## src/rtl/booth_pkg.sv

```systemverilog
// Package: shared types for the sequential Booth multiplier.
// Assumes nothing beyond being compiled before the modules that import it.
package booth_pkg;

    // Action chosen by recoding one multiplier bit pair
    typedef enum logic [1:0] {
        OP_HOLD = 2'd0,
        OP_ADD  = 2'd1,
        OP_SUB  = 2'd2
    } booth_op_e;

    // Control states of the iteration sequencer
    typedef enum logic {
        ST_IDLE = 1'b0,
        ST_RUN  = 1'b1
    } booth_state_e;

endpackage

```

## src/rtl/booth_recode.sv

```systemverilog
// Module: booth_recode
// Maps the pair (current lowest multiplier bit, previously examined bit)
// to a radix-2 Booth action. Purely combinational.
// Assumes the previous bit is zero for the first step of an operation.
module booth_recode
    import booth_pkg::*;
(
    input  logic      cur_bit_i,
    input  logic      prev_bit_i,
    output booth_op_e op_o
);

    // Decode the bit pair into subtract / add / hold
    always_comb begin
        unique case ({cur_bit_i, prev_bit_i})
            2'b10:   op_o = OP_SUB;
            2'b01:   op_o = OP_ADD;
            default: op_o = OP_HOLD;
        endcase
    end

endmodule

```

## src/rtl/booth_addsub.sv

```systemverilog
// Module: booth_addsub
// One shared adder. It adds the operand, subtracts it (as acc + ~operand + 1),
// or passes the accumulator through unchanged.
// Assumes both inputs are already sign-extended to ACC_W bits.
module booth_addsub
    import booth_pkg::*;
#(
    parameter int ACC_W = 9
) (
    input  logic [ACC_W-1:0] acc_i,
    input  logic [ACC_W-1:0] operand_i,
    input  booth_op_e        op_i,
    output logic [ACC_W-1:0] acc_o
);

    logic             sub;
    logic [ACC_W-1:0] opnd;
    logic [ACC_W-1:0] sum;

    // Conditionally invert the operand and inject the carry for subtraction
    always_comb begin
        sub   = (op_i == OP_SUB);
        opnd  = sub ? ~operand_i : operand_i;
        sum   = acc_i + opnd + ACC_W'(sub);
        acc_o = (op_i == OP_HOLD) ? acc_i : sum;
    end

endmodule

```

## src/rtl/booth_shift.sv

```systemverilog
// Module: booth_shift
// Shifts the accumulator:low pair one place right with the sign kept.
// Rotates the multiplier one place right and emits its old lowest bit
// as the new "previous" bit. Purely combinational.
// Assumes the accumulator is WIDTH+1 bits wide (one guard bit).
module booth_shift #(
    parameter int WIDTH = 8
) (
    input  logic [WIDTH:0]   acc_i,
    input  logic [WIDTH-1:0] low_i,
    input  logic [WIDTH-1:0] mult_i,
    output logic [WIDTH:0]   acc_o,
    output logic [WIDTH-1:0] low_o,
    output logic [WIDTH-1:0] mult_o,
    output logic             prev_o
);

    // Arithmetic shift of the accumulator pair and rotation of the multiplier
    always_comb begin
        acc_o  = {acc_i[WIDTH], acc_i[WIDTH:1]};
        low_o  = {acc_i[0], low_i[WIDTH-1:1]};
        mult_o = {mult_i[0], mult_i[WIDTH-1:1]};
        prev_o = mult_i[0];
    end

endmodule

```

## src/rtl/booth_ctrl.sv

```systemverilog
// Module: booth_ctrl
// Sequencer. It accepts a start when idle, runs WIDTH steps, then pulses
// done for one cycle. Starts that arrive while running are ignored.
// Assumes synchronous active-low reset.
module booth_ctrl
    import booth_pkg::*;
#(
    parameter int WIDTH = 8
) (
    input  logic clk,
    input  logic rst_n,
    input  logic start_i,
    output logic load_o,
    output logic step_o,
    output logic last_o,
    output logic busy_o,
    output logic done_o
);

    localparam int CNT_W = $clog2(WIDTH + 1);
    localparam logic [CNT_W-1:0] LAST_STEP = CNT_W'(WIDTH - 1);

    booth_state_e     state_q;
    logic [CNT_W-1:0] cnt_q;

    // Decode control strobes from the state and the step counter
    always_comb begin
        load_o = (state_q == ST_IDLE) && start_i;
        step_o = (state_q == ST_RUN);
        last_o = step_o && (cnt_q == LAST_STEP);
        busy_o = (state_q == ST_RUN);
    end

    // State, step counter and done pulse
    always_ff @(posedge clk) begin
        if (!rst_n) begin
            state_q <= ST_IDLE;
            cnt_q   <= '0;
            done_o  <= 1'b0;
        end else begin
            done_o <= last_o;
            if (load_o) begin
                state_q <= ST_RUN;
                cnt_q   <= '0;
            end else if (last_o) begin
                state_q <= ST_IDLE;
                cnt_q   <= '0;
            end else if (step_o) begin
                cnt_q <= cnt_q + 1'b1;
            end
        end
    end

endmodule

```

## src/rtl/booth_seq_mult.sv

```systemverilog
// Module: booth_seq_mult (top)
// Radix-2 Booth multiplier for signed operands, one multiplier bit per clock.
// The accumulator has one guard bit, so subtracting the most negative
// multiplicand cannot overflow.
// Assumes operands are stable only in the cycle start_i is accepted.
module booth_seq_mult
    import booth_pkg::*;
#(
    parameter int WIDTH = 8
) (
    input  logic               clk,
    input  logic               rst_n,
    input  logic               start_i,
    input  logic [WIDTH-1:0]   multiplicand_i,
    input  logic [WIDTH-1:0]   multiplier_i,
    output logic               busy_o,
    output logic               done_o,
    output logic [2*WIDTH-1:0] product_o
);

    localparam int ACC_W  = WIDTH + 1;
    localparam int PROD_W = 2 * WIDTH;

    logic [ACC_W-1:0]  mcand_q;
    logic [ACC_W-1:0]  acc_q;
    logic [WIDTH-1:0]  low_q;
    logic [WIDTH-1:0]  mult_q;
    logic              prev_q;
    logic [PROD_W-1:0] prod_q;

    logic              load, step, last;
    booth_op_e         op;
    logic [ACC_W-1:0]  acc_sum;
    logic [ACC_W-1:0]  acc_sh;
    logic [WIDTH-1:0]  low_sh;
    logic [WIDTH-1:0]  mult_rot;
    logic              prev_nxt;

    booth_ctrl #(.WIDTH(WIDTH)) i_ctrl (
        .clk     (clk),
        .rst_n   (rst_n),
        .start_i (start_i),
        .load_o  (load),
        .step_o  (step),
        .last_o  (last),
        .busy_o  (busy_o),
        .done_o  (done_o)
    );

    booth_recode i_recode (
        .cur_bit_i  (mult_q[0]),
        .prev_bit_i (prev_q),
        .op_o       (op)
    );

    booth_addsub #(.ACC_W(ACC_W)) i_addsub (
        .acc_i     (acc_q),
        .operand_i (mcand_q),
        .op_i      (op),
        .acc_o     (acc_sum)
    );

    booth_shift #(.WIDTH(WIDTH)) i_shift (
        .acc_i  (acc_sum),
        .low_i  (low_q),
        .mult_i (mult_q),
        .acc_o  (acc_sh),
        .low_o  (low_sh),
        .mult_o (mult_rot),
        .prev_o (prev_nxt)
    );

    // Datapath registers: load on accepted start, advance once per step
    always_ff @(posedge clk) begin
        if (!rst_n) begin
            mcand_q <= '0;
            acc_q   <= '0;
            low_q   <= '0;
            mult_q  <= '0;
            prev_q  <= 1'b0;
        end else if (load) begin
            mcand_q <= {multiplicand_i[WIDTH-1], multiplicand_i};
            acc_q   <= '0;
            low_q   <= '0;
            mult_q  <= multiplier_i;
            prev_q  <= 1'b0;
        end else if (step) begin
            acc_q  <= acc_sh;
            low_q  <= low_sh;
            mult_q <= mult_rot;
            prev_q <= prev_nxt;
        end
    end

    // Result register: captured on the final step, held until the next one
    always_ff @(posedge clk) begin
        if (!rst_n) begin
            prod_q <= '0;
        end else if (last) begin
            prod_q <= {acc_sh[WIDTH-1:0], low_sh};
        end
    end

    assign product_o = prod_q;

endmodule

```

## config.mk

```make
export PLATFORM = sky130hd
export DESIGN_NAME = booth_seq_mult
export DESIGN_NICKNAME = d
export VERILOG_FILES = /design/src/rtl/booth_pkg.sv /design/src/rtl/booth_recode.sv /design/src/rtl/booth_addsub.sv /design/src/rtl/booth_shift.sv /design/src/rtl/booth_ctrl.sv /design/src/rtl/booth_seq_mult.sv
export SDC_FILE = /design/constraint.sdc
export NUM_CORES = 1
export LEC_CHECK = 0
export BUFFER_PORTS_ARGS = -buffer_cell sky130_fd_sc_hd__buf_2
export CAP_MARGIN = 5
export CORE_MARGIN = 1.5
export CORE_UTILIZATION = 50
export CTS_BUF_LIST = sky130_fd_sc_hd__clkbuf_2 sky130_fd_sc_hd__clkbuf_4 sky130_fd_sc_hd__clkbuf_8
export CTS_CLUSTER_SIZE = 20
export DETAILED_ROUTE_END_ITERATION = 10
export GPL_TIMING_DRIVEN = 1
export PLACE_DENSITY = 0.73
export SLEW_MARGIN = 10
export SYNTH_ARGS = -nofsm -noshare
export SYNTH_HDL_FRONTEND = slang
export SYNTH_SLANG_ARGS = --single-unit
```

## constraint.sdc

```tcl
create_clock -name clk -period 4.7 [get_ports clk]
set_input_delay 0 -clock clk [delete_from_list [all_inputs] [get_ports clk]]
set_output_delay 0 -clock clk [all_outputs]
set_load 0.01 [all_outputs]
```

==> results of run 1 <==
==> state kept, by name (all words and copies together) (netlist names), 4 cells and up <==
signal,count
i_ctrl.cnt_q,4
acc_q,8
low_q,7
mcand_q,8
product_o,16
mult_q,8
==> worst register-to-register path: stages (launching register included) <==
cell	delay [ns]
sky130_fd_sc_hd__dfxtp_1	0.35
sky130_fd_sc_hd__ha_1	0.44
sky130_fd_sc_hd__xor2_1	0.23
sky130_fd_sc_hd__inv_1	0.08
sky130_fd_sc_hd__fa_1	0.40
sky130_fd_sc_hd__and2b_1	0.24
sky130_fd_sc_hd__o21ai_1	0.10
sky130_fd_sc_hd__a2111oi_0	0.40
sky130_fd_sc_hd__nor3b_1	0.12
sky130_fd_sc_hd__a211oi_1	0.23
==> cells by family after synthesis <==
group / Yosys count / synth area share
and+or+nand+nor: 96 / 0.173
AOI/OAI and AO/OA: 73 / 0.203
DFF: 54 / 0.415
buffers and inverters: 23 / 0.0389
muxes: 20 / 0.0784
xor gates and xnor gates: 12 / 0.0404
adders and majority gates: 10 / 0.0510
==> report_power, final <==
part	switching (W)	internal, W	total (W)
Sequential	0.0000119	0.000473	0.000485
Combinational	0.0000867	0.0000674	0.000154
Clock	0.000141	0.000171	0.000312
==> cell usage in the layout, fill, tap and decap left out, types with 10 or more instances in the layout <==
cell,count
sky130_fd_sc_hd__mux2i_1,19
sky130_fd_sc_hd__nor2_1,17
sky130_fd_sc_hd__xor2_1,10
sky130_fd_sc_hd__dfxtp_1,54
sky130_fd_sc_hd__buf_2,36
sky130_fd_sc_hd__a21boi_0,15
sky130_fd_sc_hd__nand2_1,50
==> final timing paths <==
| path | from | end | slack [ns] | depth (start not counted) |
|---|---|---|---|---|
| worst min register to register | product_o[12] | product_o[12] | 0.46 | 2 |
| worst min-delay path | multiplier_i[2] | mult_q[2] | 0.03 | 4 |
| worst max register to register | mult_q[0] | acc_q[5] | 2.03 | 9 |
| worst max-delay path | mult_q[0] | acc_q[5] | 2.03 | 9 |
==> routing by layer <==
metal  share of wire  vias up  wire length [um]  GRT usage
met4           0.014        0                72     0.0595
met1            0.48      945              2510      0.266
li1                -     1088                 -          -
met5               0        -                 0          0
met2            0.47       35              2470      0.343
met3           0.030        5               156     0.0442
==> area by class of cell <==
type | instances | area (um2)
clock inverters | 1 | 30.0
multi-input cells | 211 | 1420
repair buffers | 46 | 275
clock buffers | 7 | 83.8
fillers | 468 | 2070
flip-flops and latches | 54 | 1080
inverters | 7 | 26.3
well taps | 70 | 87.6
==> timing repair <==
item / 4_1_cts / 5_1_grt
endpoints found under the setup margin: 0 / 0
hold buffers: 8 / 0
gates resized for setup: 0 / 0
endpoints found under the hold margin: 8 / 0
==> stage by stage <==
stage	worst slack (ns)	instance area (um2)	utilization	instances	hold WS [ns]
final	2.03	3000	0.592	396	0.0339
after global routing	1.68	3000	0.592	396	0.0460
after CTS	2.04	3000	0.592	396	0.0263
after detailed placement	2.07	2810	0.554	380	0.264
after global placement	2.14	2810	0.554	380	0.259
after floorplan	2.36	2600	-	288	0.145
==> impl_metrics.ini, run 1 <==
[clocking]
cts_max_level = 2
cts-root-to-sink-buffers = 2
clock_sink_count = 54
clockRootBuffer = sky130_fd_sc_hd__clkbuf_8
path_clk_slew_ns = 0.09
tritoncts = built
worst_skew_pair_later_pin_latency_ns = 0.30
number_of_cts_inserted_buffers = 5
cts_post_setup_buffers_inserted = 0

[global_route]
sum_of_overflow_across_all_layers_after_global_routing = 0
grt_pass1_vias = 1947
global_route.usage.total = 0.205
largest_net_degree_at_the_start_of_global_routing = 38
number_of_antenna_violations_at_the_first_check_in_global_routing = 0
global_route_wire_length_before_repair_um = 8870

[synthesis]
post_synth_instance_area_um2 = 2600
synth_fp_nets = 317
ys_top_cells_by_area = sky130_fd_sc_hd__dfxtp_1 (42%), sky130_fd_sc_hd__mux2i_1 (7.3%), sky130_fd_sc_hd__nand2_1 (7.2%), sky130_fd_sc_hd__a21boi_0 (4.3%), sky130_fd_sc_hd__ha_1 (4.3%)
most_common_library_cells_after_synthesis = sky130_fd_sc_hd__dfxtp_1 (54), sky130_fd_sc_hd__nand2_1 (50), sky130_fd_sc_hd__mux2i_1 (19)
synth_area_per_cell_um2 = 9.04
synth_cells = 288
synthFlopType = sky130_fd_sc_hd__dfxtp_1
synth.ff_latch_count = 54
synth_cell_types = 49
synth_most_common_cell = sky130_fd_sc_hd__dfxtp_1
share_of_flip_flops_with_an_asynchronous_set_or_reset = 0
synth_edf_count = 0
synth.largest_area_cell = sky130_fd_sc_hd__dfxtp_1
post-synth-top-area-fraction = 0.415
synth-seq-area-share = 0.415
warning_count_from_the_yosys_run = 0

[die]
die_y_um = 75.1
initial_utilization = 0.513
floorplan.core_area_um2 = 5070
die_width_um = 75.1
floorplan.die_area_um2 = 5650
floorplan.io_pins = 37
rows = 26

[worst_setup_path]
timing.critical_path.fanout_max = 8
cpMaxStageDelayCell = sky130_fd_sc_hd__ha_1
timing.critical_path.max_delay_family = adder cells
critPathArrivalTime_ns = 2.89
crit_path_end_kind = flip-flop
crit_type = reg -> reg
timing.critical_path.slowest_cell_delay_ns = 0.44
crit_required_ns = 4.92
worst-path-buf-inv = 1
critical_path.cell_chain = ha_1 -> xor2_1 -> inv_1 -> fa_1 -> and2b_1 -> o21ai_1 -> a2111oi_0 -> nor3b_1 -> a211oi_1
timing.critical_path.from_type = flip-flop

[sta]
setup_viol = 0
fin_crit_sh = 0.569
final_period_minus_worst_setup_slack_ns = 2.67
final-hold-violation-count = 0
relSlewSlack = 0.503
rsz_0062_raised_after_global_routing = false
max_clock_freq_mhz = 374
tightest_slew_ns = 0.746
final_skew_ns = 0.00398
slew_violations = 0
fin_tns_setup_ns = 0

[placement]
final_weighted_congestion_of_routability_driven_global_placement = 0.831
hpwlAfterDp_um = 3540
io_buf_count = 36

[layout]
area_growth_syn_to_layout_pct = 15.4
final_layout_size_suffix_gt1_frac = 0.169
nets = 354
insertedDiodeCount = 0

[power]
worst_ir_drop_vdd_v = 0.000249
p_leak_nw = 1.32
power_density_nw_per_um2 = 316
p_total_w = 0.000950

[drt]
drt_iter0_markers = 147
detail_route.drc_violations = 0
drt-wirelength-per-cell_um = 13.1
vias = 2073
detailedRoute.firstPassIterationCount = 4
route.final.wire_length_um = 5200
route.detailed.vias_per_inst = 5.23
route.antenna.remaining_nets = 0

[worst_hold_path]
worst_hold_path_type = in -> reg

[job]
maxCapViolations = 0

[status]
status = complete, no violations
(Power assumes the default switching activity.)
==> inputs of run 2 (changes only) <==
- PLACE_DENSITY: 0.73 -> 0.76
- clock period: 4.7 -> 2.36 ns (I/O delays scaled with it)
==> impl_metrics.ini, run 2 (synthesis gave the netlist of run 1 again) <==
[status]
status = complete, no violations

[placement]
final_weighted_congestion_of_routability_driven_global_placement = 0.848
io_buf_count = 36
placed_cell_area_um2 = 2910
numPlacedInstances = 393
hpwlAfterDp_um = 3810

[die]
initial_utilization = 0.513
floorplan.io_pins = 37
die_y_um = 75.1
die_width_um = 75.1
floorplan.die_area_um2 = 5650
rows = 26
floorplan.core_area_um2 = 5070

[layout]
area_growth_syn_to_layout_pct = 23.7
finish.instance_area_um2 = 3220
final_cell_mix = sky130_fd_sc_hd__dfxtp_1 (52), sky130_fd_sc_hd__nand2_1 (50), sky130_fd_sc_hd__buf_2 (36), sky130_fd_sc_hd__mux2i_1 (19), sky130_fd_sc_hd__nor2_1 (17)
mostFrequentLayoutCell = sky130_fd_sc_hd__dfxtp_1
nets = 368
final_layout_size_suffix_gt1_frac = 0.256
largest_register_ffs = 16
fin_cells = 410
fill_cells = 426
insertedDiodeCount = 0

[clocking]
cts_max_level = 2
number_of_cts_inserted_buffers = 5
clockRootBuffer = sky130_fd_sc_hd__clkbuf_8
clock_sink_count = 54
worst_skew_pair_later_pin_latency_ns = 0.31
tritoncts = built
path_clk_slew_ns = 0.09
cts-root-to-sink-buffers = 2

[job]
maxCapViolations = 0

[global_route]
global_route.usage.total = 0.203
grt_busiest_layer = met2
grt_pass1_vias = 2024
number_of_antenna_violations_at_the_first_check_in_global_routing = 0
sum_of_overflow_across_all_layers_after_global_routing = 0
groute.layer.met1.usage = 0.270
largest_net_degree_at_the_start_of_global_routing = 23
groute.layer.met2.usage = 0.339
global_route_wire_length_before_repair_um = 9000
grt.met3_usage = 0.0348

[sta]
relSlewSlack = 0.632
setup_viol = 0
max_clock_freq_mhz = 440
final_skew_ns = 0.00767
final_period_minus_worst_setup_slack_ns = 2.27
slew_violations = 0
final-hold-violation-count = 0
tightest_slew_ns = 0.551
fin_crit_sh = 0.962

[drt]
drt-wirelength-per-cell_um = 13.7
route.antenna.remaining_nets = 0
route.final.wire_length_um = 5620
vias = 2194
route.detailed.vias_per_inst = 5.35
detailedRoute.firstPassIterationCount = 4
detail_route.drc_violations = 0
drt_iter0_markers = 102

[worst_setup_path]
critPathArrivalTime_ns = 2.50
crit_path_end_kind = flip-flop
ff2ff_path_depth = 10
crit_required_ns = 2.59
critical_path.startpoint = prev_q
timing.critical_path.from_type = flip-flop
critical_path.reg2reg.endpoint = acc_q[3]
critical_path.reg2reg.startpoint = prev_q
timing.critical_path.fanout_max = 4
crit_type = reg -> reg
r2r_setup_slack_ns = 0.09
setup.worst_path.end = acc_q[3]

[worst_hold_path]
worst_hold_path_type = in -> reg
hold_path_depth = 4

[power]
worst_ir_drop_vdd_v = 0.000398
power_density_nw_per_um2 = 610
p_leak_nw = 1.40
## run 2: report_power, final
part           leakage (nW)  switching [W]  internal (W)
clock                0.0548       0.000292      0.000328
sequential            0.440      0.0000264      0.000942
combinational         0.903       0.000199      0.000175
total                  1.40       0.000518       0.00144
## run 2: worst min path at each step
stage / startpoint / to / slack [ns]
after global placement: multiplicand_i[4] / mcand_q[4] / 0.25
after CTS: multiplier_i[2] / mult_q[2] / 0.03
after global routing: multiplier_i[4] / mult_q[4] / 0.04
final: multiplier_i[2] / mult_q[2] / 0.03
after detailed placement: multiplicand_i[0] / mcand_q[0] / 0.26
after floorplan: multiplicand_i[0] / mcand_q[0] / 0.14
## run 2: critical path, cell delays in order (launching register included)
cell	delay, ns
sky130_fd_sc_hd__dfxtp_2	0.34
sky130_fd_sc_hd__inv_2	0.05
sky130_fd_sc_hd__ha_4	0.18
sky130_fd_sc_hd__mux2i_4	0.20
sky130_fd_sc_hd__fa_2	0.24
sky130_fd_sc_hd__and2b_1	0.19
sky130_fd_sc_hd__buf_4	0.14
sky130_fd_sc_hd__o21a_1	0.17
sky130_fd_sc_hd__o21a_1	0.17
sky130_fd_sc_hd__o31a_1	0.32
sky130_fd_sc_hd__a211oi_2	0.20
## run 2: area by class of cell
cell class / instances / area [um2] / share of cell area
timing repair buffer: 60 / 380 / 0.118
tap: 70 / 87.6 / 0.0272
clock buffer: 6 / 76.3 / 0.0237
clock inverter: 2 / 37.5 / 0.0117
multi-input combinational: 211 / 1530 / 0.475
inverter: 7 / 26.3 / 0.00816
sequential: 54 / 1080 / 0.337
## run 2: metrics by stage
stage	hold slack (ns)	setup TNS (ns)	total power, W	setup WS, ns	utilization
after detailed placement	0.263	-0.143	0.00131	-0.0496	0.573
after floorplan	0.145	0	0.00122	0.0151	-
final	0.0298	0	0.00196	0.0888	0.634
after global routing	0.0394	-0.0949	0.00206	-0.0562	0.634
after global placement	0.250	0	0.00130	0.0231	0.573
after CTS	0.0307	0	0.00194	0.0125	0.615
## run 2: repair_timing
action,4_1_cts,5_1_grt
hold endpoints to repair,8,0
setup endpoints to repair,6,10
pin swaps,1,6
resized for setup,3,20
buffers inserted,1,0
hold buffers,8,0
## run 2: per-layer routing
layer  wire, um  part of all wire
met1       2570              0.46
met3        175             0.031
met5          0                 0
met4         70             0.012
met2       2810              0.50
